--- src/rtl/hbw_pkg.sv ---
package hbw_pkg;
  localparam int ACC_W      = 32;
  localparam int BYTE_W     = 8;
  localparam int LEN_W      = 6;
  localparam int CODE_W     = ACC_W + 1;
  localparam int WORD_BYTES = ACC_W / BYTE_W;
  localparam int IDX_W      = $clog2(WORD_BYTES);

  typedef enum logic [2:0] {
    OP_FIXED = 3'd0,
    OP_UEG   = 3'd1,
    OP_SEG   = 3'd2,
    OP_ALIGN = 3'd3,
    OP_DRAIN = 3'd4,
    OP_PROT  = 3'd5
  } op_e;

  typedef enum logic [1:0] {
    FL_IDLE  = 2'd0,
    FL_DRAIN = 2'd1,
    FL_REL   = 2'd2
  } fl_e;
endpackage

--- src/rtl/hbw_golomb.sv ---
module hbw_golomb
  import hbw_pkg::*;
(
  input  logic [2:0]        op,
  input  logic [ACC_W-1:0]  value,
  input  logic [LEN_W-1:0]  nbits,
  output logic [CODE_W-1:0] code,
  output logic [LEN_W-1:0]  code_len,
  output logic [LEN_W-1:0]  lead
);
  logic [CODE_W-1:0] mapped;
  logic [CODE_W-1:0] plus1;
  logic [LEN_W-1:0]  msb;
  logic [LEN_W-1:0]  n;

  always_comb begin
    // signed-to-unsigned mapping, else identity
    if (op == OP_SEG) begin
      if (value == '0)         mapped = '0;
      else if (!value[ACC_W-1]) mapped = {value, 1'b0} - CODE_W'(1);
      else                      mapped = {(~value) + ACC_W'(1), 1'b0};
    end else begin
      mapped = {1'b0, value};
    end
    plus1 = mapped + CODE_W'(1);
    msb = '0;
    for (int i = 0; i < CODE_W; i++) begin
      if (plus1[i]) msb = LEN_W'(i);
    end
    n = (nbits > LEN_W'(ACC_W)) ? LEN_W'(ACC_W) : nbits;
    code = '0;
    code_len = '0;
    lead = '0;
    if (op == OP_FIXED) begin
      code = ((CODE_W'(1) << n) - CODE_W'(1)) & {1'b0, value};
      code_len = n;
    end else if (op == OP_UEG || op == OP_SEG) begin
      code = plus1;
      code_len = msb + LEN_W'(1);
      lead = msb;
    end
  end
endmodule

--- src/rtl/hbw_prot.sv ---
module hbw_prot
  import hbw_pkg::*;
(
  input  logic              clk,
  input  logic              rst_n,
  input  logic              in_valid,
  input  logic [BYTE_W-1:0] in_byte,
  input  logic              slot_ok,
  input  logic              clr_run,
  input  logic              set_en,
  input  logic              set_val,
  output logic              out_we,
  output logic [BYTE_W-1:0] out_byte,
  output logic              take,
  output logic              inserted
);
  logic       prot_q, prot_d;
  logic [1:0] run_q, run_d;
  logic       hit;

  always_comb begin
    hit = prot_q && (run_q == 2'd2) &&
          (in_byte == 8'h00 || in_byte == 8'h01 || in_byte == 8'h03);
    out_we   = in_valid && slot_ok;
    inserted = out_we && hit;
    take     = out_we && !hit;
    out_byte = hit ? 8'h03 : in_byte;
    prot_d = prot_q;
    run_d  = run_q;
    if (set_en && (set_val != prot_q)) begin
      prot_d = set_val;
      run_d  = 2'd0;
    end else if (inserted) begin
      run_d = 2'd0;
    end else if (take) begin
      if (clr_run)               run_d = 2'd0;
      else if (prot_q && in_byte == 8'h00)
        run_d = (run_q == 2'd2) ? 2'd2 : run_q + 2'd1;
      else if (prot_q)           run_d = 2'd0;
    end
  end

  always_ff @(posedge clk or negedge rst_n) begin
    if (!rst_n) begin
      prot_q <= 1'b0;
      run_q  <= 2'd0;
    end else begin
      prot_q <= prot_d;
      run_q  <= run_d;
    end
  end


  ins_once_chk: assert property (@(posedge clk) disable iff (!rst_n)
    inserted |=> !inserted);

  prot_change_chk: assert property (@(posedge clk) disable iff (!rst_n)
    (set_en && set_val != prot_q) |=> (run_q == 2'd0));
endmodule

--- src/rtl/hbw_packer.sv ---
module hbw_packer
  import hbw_pkg::*;
(
  input  logic              clk,
  input  logic              rst_n,
  input  logic              byte_we,
  input  logic [BYTE_W-1:0] byte_in,
  input  logic              release_req,
  input  logic              word_ready,
  output logic              word_valid,
  output logic [ACC_W-1:0]  word_data,
  output logic              space
);
  logic [ACC_W-1:0] word_q, word_d;
  logic [IDX_W-1:0] idx_q, idx_d;
  logic             val_q, val_d;

  always_comb begin
    word_d = word_q;
    idx_d  = idx_q;
    val_d  = val_q;
    if (val_q && word_ready) begin
      val_d  = 1'b0;
      word_d = '0;
    end
    if (byte_we) begin
      word_d[(WORD_BYTES - 1 - int'(idx_q)) * BYTE_W +: BYTE_W] = byte_in;
      if (idx_q == IDX_W'(WORD_BYTES - 1)) begin
        val_d = 1'b1;
        idx_d = '0;
      end else begin
        idx_d = idx_q + IDX_W'(1);
      end
    end else if (release_req && !val_q && idx_q != '0) begin
      val_d = 1'b1;
      idx_d = '0;
    end
  end

  always_ff @(posedge clk or negedge rst_n) begin
    if (!rst_n) begin
      word_q <= '0;
      idx_q  <= '0;
      val_q  <= 1'b0;
    end else begin
      if (word_d != word_q) word_q <= word_d;
      idx_q <= idx_d;
      val_q <= val_d;
    end
  end

  assign word_valid = val_q;
  assign word_data  = word_q;
  assign space      = !val_q;


  word_hold_chk: assert property (@(posedge clk) disable iff (!rst_n)
    (val_q && !word_ready) |=> (val_q && $stable(word_q)));

  lane_reset_chk: assert property (@(posedge clk) disable iff (!rst_n)
    $rose(val_q) |=> (idx_q == '0));
endmodule

--- src/rtl/hdr_bitwriter.sv ---
module hdr_bitwriter
  import hbw_pkg::*;
#(
  parameter int CNT_W = 32
) (
  input  logic             clk,
  input  logic             rst_n,
  input  logic             cmd_valid,
  output logic             cmd_ready,
  input  logic [2:0]       cmd_op,
  input  logic [31:0]      cmd_value,
  input  logic [5:0]       cmd_nbits,
  output logic             word_valid,
  input  logic             word_ready,
  output logic [31:0]      word_data,
  output logic [CNT_W-1:0] bit_count
);
  logic [1:0] rst_sync_q;
  logic       rst_i_n;

  always_ff @(posedge clk or negedge rst_n) begin
    if (!rst_n) rst_sync_q <= 2'b00;
    else        rst_sync_q <= {rst_sync_q[0], 1'b1};
  end
  assign rst_i_n = rst_sync_q[1];

  logic [ACC_W-1:0]  acc_q, acc_d;
  logic [LEN_W-1:0]  fill_q, fill_d, pend_n_q, pend_n_d, zero_q, zero_d;
  logic [CODE_W-1:0] pend_v_q, pend_v_d;
  fl_e               flush_q, flush_d;
  logic [CNT_W-1:0]  cnt_q, cnt_d;

  logic [CODE_W-1:0] g_code;
  logic [LEN_W-1:0]  g_len, g_lead;
  logic              pend_idle, full_byte, part_byte, cmd_fire;
  logic              ep_we, ep_take, ep_ins, pk_space;
  logic [BYTE_W-1:0] ep_byte;
  logic [LEN_W-1:0]  room, k, shr;
  logic [CODE_W-1:0] chunk;
  logic [63:0]       placed;

  hbw_golomb u_gol (
    .op(cmd_op), .value(cmd_value), .nbits(cmd_nbits),
    .code(g_code), .code_len(g_len), .lead(g_lead)
  );

  assign pend_idle = (pend_n_q == '0) && (zero_q == '0);
  assign full_byte = (fill_q >= LEN_W'(BYTE_W));
  assign part_byte = (flush_q == FL_DRAIN) && pend_idle &&
                     (fill_q != '0) && !full_byte;
  assign cmd_ready = pend_idle && !full_byte && (flush_q == FL_IDLE) && pk_space;
  assign cmd_fire  = cmd_valid && cmd_ready;

  hbw_prot u_prot (
    .clk(clk), .rst_n(rst_i_n),
    .in_valid(full_byte || part_byte), .in_byte(acc_q[ACC_W-1 -: BYTE_W]),
    .slot_ok(pk_space), .clr_run(part_byte),
    .set_en(cmd_fire && cmd_op == OP_PROT), .set_val(cmd_value[0]),
    .out_we(ep_we), .out_byte(ep_byte), .take(ep_take), .inserted(ep_ins)
  );

  hbw_packer u_pack (
    .clk(clk), .rst_n(rst_i_n),
    .byte_we(ep_we), .byte_in(ep_byte),
    .release_req(flush_q == FL_REL), .word_ready(word_ready),
    .word_valid(word_valid), .word_data(word_data), .space(pk_space)
  );

  // chunk of pending bits that fits in the free part of the shifter
  always_comb begin
    room = LEN_W'(ACC_W) - fill_q;
    if (zero_q != '0) k = (zero_q < room) ? zero_q : room;
    else              k = (pend_n_q < room) ? pend_n_q : room;
    shr    = pend_n_q - k;
    chunk  = (pend_v_q >> shr) & ((CODE_W'(1) << k) - CODE_W'(1));
    placed = 64'(chunk) << (room - k);
  end

  always_comb begin
    acc_d    = acc_q;
    fill_d   = fill_q;
    pend_n_d = pend_n_q;
    pend_v_d = pend_v_q;
    zero_d   = zero_q;
    flush_d  = flush_q;
    cnt_d    = cnt_q;
    if (ep_take) begin
      if (part_byte) begin
        acc_d  = '0;
        fill_d = '0;
        cnt_d  = cnt_q + CNT_W'(fill_q);
      end else begin
        acc_d  = acc_q << BYTE_W;
        fill_d = fill_q - LEN_W'(BYTE_W);
        cnt_d  = cnt_q + CNT_W'(BYTE_W);
      end
    end
    if (ep_ins) cnt_d = cnt_q + CNT_W'(BYTE_W);
    if (!pend_idle && !full_byte) begin
      fill_d = fill_q + k;
      if (zero_q != '0) begin
        zero_d = zero_q - k;
      end else begin
        acc_d    = acc_q | placed[ACC_W-1:0];
        pend_n_d = pend_n_q - k;
      end
    end
    case (flush_q)
      FL_DRAIN: if (pend_idle && fill_q == '0) flush_d = FL_REL;
      FL_REL:   if (pk_space) flush_d = FL_IDLE;
      default:  flush_d = FL_IDLE;
    endcase
    if (cmd_fire) begin
      case (cmd_op)
        OP_FIXED, OP_UEG, OP_SEG: begin
          pend_v_d = g_code;
          pend_n_d = g_len;
          zero_d   = g_lead;
        end
        OP_ALIGN: zero_d = LEN_W'((4'd8 - {1'b0, fill_q[2:0]}) & 4'd7);
        OP_DRAIN: flush_d = FL_DRAIN;
        default: ;
      endcase
    end
  end

  always_ff @(posedge clk or negedge rst_i_n) begin
    if (!rst_i_n) begin
      acc_q    <= '0;
      fill_q   <= '0;
      pend_n_q <= '0;
      pend_v_q <= '0;
      zero_q   <= '0;
      flush_q  <= FL_IDLE;
      cnt_q    <= '0;
    end else begin
      acc_q    <= acc_d;
      fill_q   <= fill_d;
      pend_n_q <= pend_n_d;
      if (cmd_fire) pend_v_q <= pend_v_d;
      zero_q   <= zero_d;
      flush_q  <= flush_d;
      cnt_q    <= cnt_d;
    end
  end

  assign bit_count = cnt_q;


  fill_bound_chk: assert property (@(posedge clk) disable iff (!rst_i_n)
    fill_q <= LEN_W'(ACC_W));

  cnt_step_chk: assert property (@(posedge clk) disable iff (!rst_i_n)
    (cnt_q - $past(cnt_q)) <= CNT_W'(BYTE_W));

  drain_busy_chk: assert property (@(posedge clk) disable iff (!rst_i_n)
    (cmd_fire && cmd_op == OP_DRAIN) |=> !cmd_ready);

  stall_chk: assert property (@(posedge clk) disable iff (!rst_i_n)
    (word_valid && !word_ready) |=> !cmd_ready);
endmodule

--- config.mk ---
export PLATFORM = sky130hd
export DESIGN_NAME = hdr_bitwriter
export DESIGN_NICKNAME = d
export VERILOG_FILES = /design/src/rtl/hbw_pkg.sv /design/src/rtl/hbw_golomb.sv /design/src/rtl/hbw_prot.sv /design/src/rtl/hbw_packer.sv /design/src/rtl/hdr_bitwriter.sv
export SDC_FILE = /design/constraint.sdc
export NUM_CORES = 1
export LEC_CHECK = 0
export ABC_CLOCK_PERIOD_IN_PS = 5600
export BUFFER_PORTS_ARGS = -buffer_cell sky130_fd_sc_hd__buf_4
export CORE_AREA = 5 5 219 221
export CTS_CLUSTER_SIZE = 10
export DETAILED_ROUTE_END_ITERATION = 7
export DIE_AREA = 0 0 224 226
export HOLD_SLACK_MARGIN = 0.03
export SLEW_MARGIN = 40
export SYNTH_ARGS = -nofsm -noshare
export SYNTH_HDL_FRONTEND = slang
export SYNTH_SLANG_ARGS = --single-unit
--- constraint.sdc ---
create_clock -name clk -period 5.6 [get_ports clk]
set_clock_uncertainty 0.05 [all_clocks]
set_input_delay 1.4 -clock clk [delete_from_list [all_inputs] [get_ports clk]]
set_output_delay 1.4 -clock clk [all_outputs]
set_load 0.02 [all_outputs]
==> out/metrics.cfg <==
[logic_synthesis]
yosys-top-cells-area=dfrtp_1, nand2_1, mux4_2
yosys_warnings=0
ys_seq_area_share_pct=21.7
synth_top_area_cell=dfrtp_1
async_reset_ff_share_pct=100
synth.avg_cell_area_um2=7.78
synth_edf_count=0
ys_ff_latch=157
synth.distinct_cells=106
syn_inst=2322
synth_ff_type=dfrtp_1
syn_nets=2430
syn_area_um2=18100
yosys.area.top_type_share_pct=21.7

[sta]
period_minus_slack_ps=6280
setup_slack_ps=-685
setup-violations-final=32
fin_crit_sh_pct=112
slew_headroom_pct=43.2
drv_slew=0
fmaxAchievable_mhz=159
final_hold_viol_count=0
rsz0062_at_grt=yes
tightest_slew_ps=847

[grt]
antenna_found_initial=0
grtUsageTotal_pct=31.9
grt-ovfl-total=0
grt_pass1_vias=21100
grt_max_degree=49
grt_pass1_wl_um=127000

[place]
place_ws_ps=-935
dp_hpwl_um=66400
place_area_um2=23900
place.gp.congestion=0.989
port_buffers=110

[drt]
dr.pass1.iters=6
final_antenna_net_count=0
first_iter_violations=2120
wire_per_inst_um=23.7
post_drt_via_cell_ratio=6.25
drc=0
wl_um=83700
num_vias=22100

[critical_path]
cp-start-kind=flip-flop
critPathKind=reg2reg
worstPathArrival_ps=6610
cp.required_ps=5920
crit_slowest_cell=fa_2
r2r_setup_slack_ps=-680
crit_fanout=6
slowest_delay_ps=700
worstSetupEndpointType=flip-flop

[die]
rows=79
start_util_pct=39.3
die-area_um2=50600
die_w_um=224
die_h_um=226
boundaryPins=111
coreArea_um2=46000

[cells_and_area]
register_area_um2=3940
layout_commonest_cell=buf_4
fin_area_um2=26200
final_cell_mix=buf_4, nand2_1, nor2_1
diodes=0
layout-drive-gt1-share_pct=37.4
multi_input_area_um2=14700
num-fill-cells=4252
syn2layout_area_growth_pct=45.1
nets=3022

[outcome]
status=finished with violations
violations=setup timing

[min_path]
hp-class=reg2async

[clock_tree]
htreeDepth=4
cts_buffers=17
insertion_delay_ps=490
clk_pin_slew_ps=80
cts.sinks=157
clockRootBuffer=clkbuf_16
cts_tree=built
clockBufferDepth=2

[flow_run]
cap_violations=0

## final timing paths
check,from,to,cells after the start
worst max-delay path,fill_q[0],acc_q[17],28
worst min-delay path,rst_sync_q[1],acc_q[31],0
min in group clk,rst_sync_q[0],rst_sync_q[1],0
worst max register to register,fill_q[0],acc_q[17],28
worst min register to register,rst_sync_q[1],acc_q[31],0
max in group asynchronous,rst_sync_q[1],pend_v_q[6],2
## worst max-delay path: cells and delay by family, from the launching register on
kind / cells / cell delay (ps)
AO/OA/AOI/OAI: 9 / 1860
multiplexers: 4 / 1410
XOR/XNOR: 1 / 140
buffers and inverters: 6 / 650
adder cells (fa/ha/maj): 4 / 1300
flip-flops: 1 / 450
AND/OR/NAND/NOR: 4 / 300
## kinds of logic (layout without fill, tap and decap cells)
| group | count (synthesis) | in the layout | share of synthesized area (%) |
|---|---|---|---|
| flip-flops | 157 | 157 | 21.7 |
| other | 1 | 1 | 0.0208 |
| multiplexers | 90 | 90 | 7.89 |
| buffers and inverters | 236 | 841 | 5.20 |
| AO/OA/AOI/OAI | 750 | 750 | 29.6 |
| XOR/XNOR | 119 | 119 | 5.85 |
| AND/OR/NAND/NOR | 906 | 906 | 25.1 |
| adder cells (fa/ha/maj) | 63 | 63 | 4.57 |
## cell usage after synthesis, types with 17 or more instances
master and count:
mux4_2 41, mux2i_1 40, nand2_1 247, a2111oi_0 18, o211ai_1 32, and3_1 43, nor4_1 30, xor2_1 39
nand2b_1 18, nand4_1 42, a311oi_1 17, buf_2 28, and2_1 20, o21ai_0 109, o31ai_1 21, a32oi_1 25
dfrtp_1 157, inv_1 57, o22ai_1 24, ha_1 58, a22oi_1 17, or3_1 26, a21o_1 23, a211oi_1 27
nand3_1 95, a31oi_1 48, nor2_1 194, clkbuf_1 136, a21oi_1 148, nor3_1 97, xnor2_1 79, a22o_1 40
## sequential cells by signal, indices dropped and copies added (netlist names)
| signal | flops |
|---|---|
| pend_n_q | 6 |
| u_pack.word_data | 32 |
| bit_count | 32 |
| flush_q | 2 |
| zero_q | 6 |
| pend_v_q | 33 |
| u_prot.prot_q | 1 |
| u_pack.idx_q | 2 |
| acc_q | 32 |
| u_pack.word_valid | 1 |
| fill_q | 6 |
| u_prot.run_q | 2 |
| rst_sync_q | 2 |
## final cells by class
type	count	area share [%]
Clock inverter	13	0.549
Clock buffer	19	1.69
Multi-Input combinational cell	1929	56.2
Sequential cell	157	15.0
Inverter	60	0.916
Timing Repair Buffer	749	22.8
Tap cell	607	2.90
## through the flow
stage | hold WS (ps) | setup TNS [ps] | instances | utilization (%)
global placement | 296 | -16960 | 3444 | 51.9
detailed placement | 259 | -18220 | 3445 | 52.0
global route | 289 | -21040 | 3534 | 57.0
floorplan | 281 | -3250 | 2322 | -
CTS | 261 | -9780 | 3505 | 55.6
finish | 247 | -15190 | 3534 | 57.0
## routing by layer
layer,vias to the layer above,global-route usage [%],routed length (µm)
met5,-,0,0
met4,0,9.39,2490
met3,154,4.24,4960
met2,860,51.9,38800
met1,10900,44.7,37500
li1,10200,-,-
## repair_timing
item | 4_1_cts | 5_1_grt
gates cloned | 1 | 1
hold endpoints to repair | 0 | 0
gates resized for setup | 199 | 82
hold buffers | 0 | 0
pin swaps | 53 | 64
setup endpoints to repair | 31 | 33
buffers inserted | 35 | 32
Power is not shown: default switching activity piles up to over one toggle a cycle in this logic, so the estimate is an artifact.
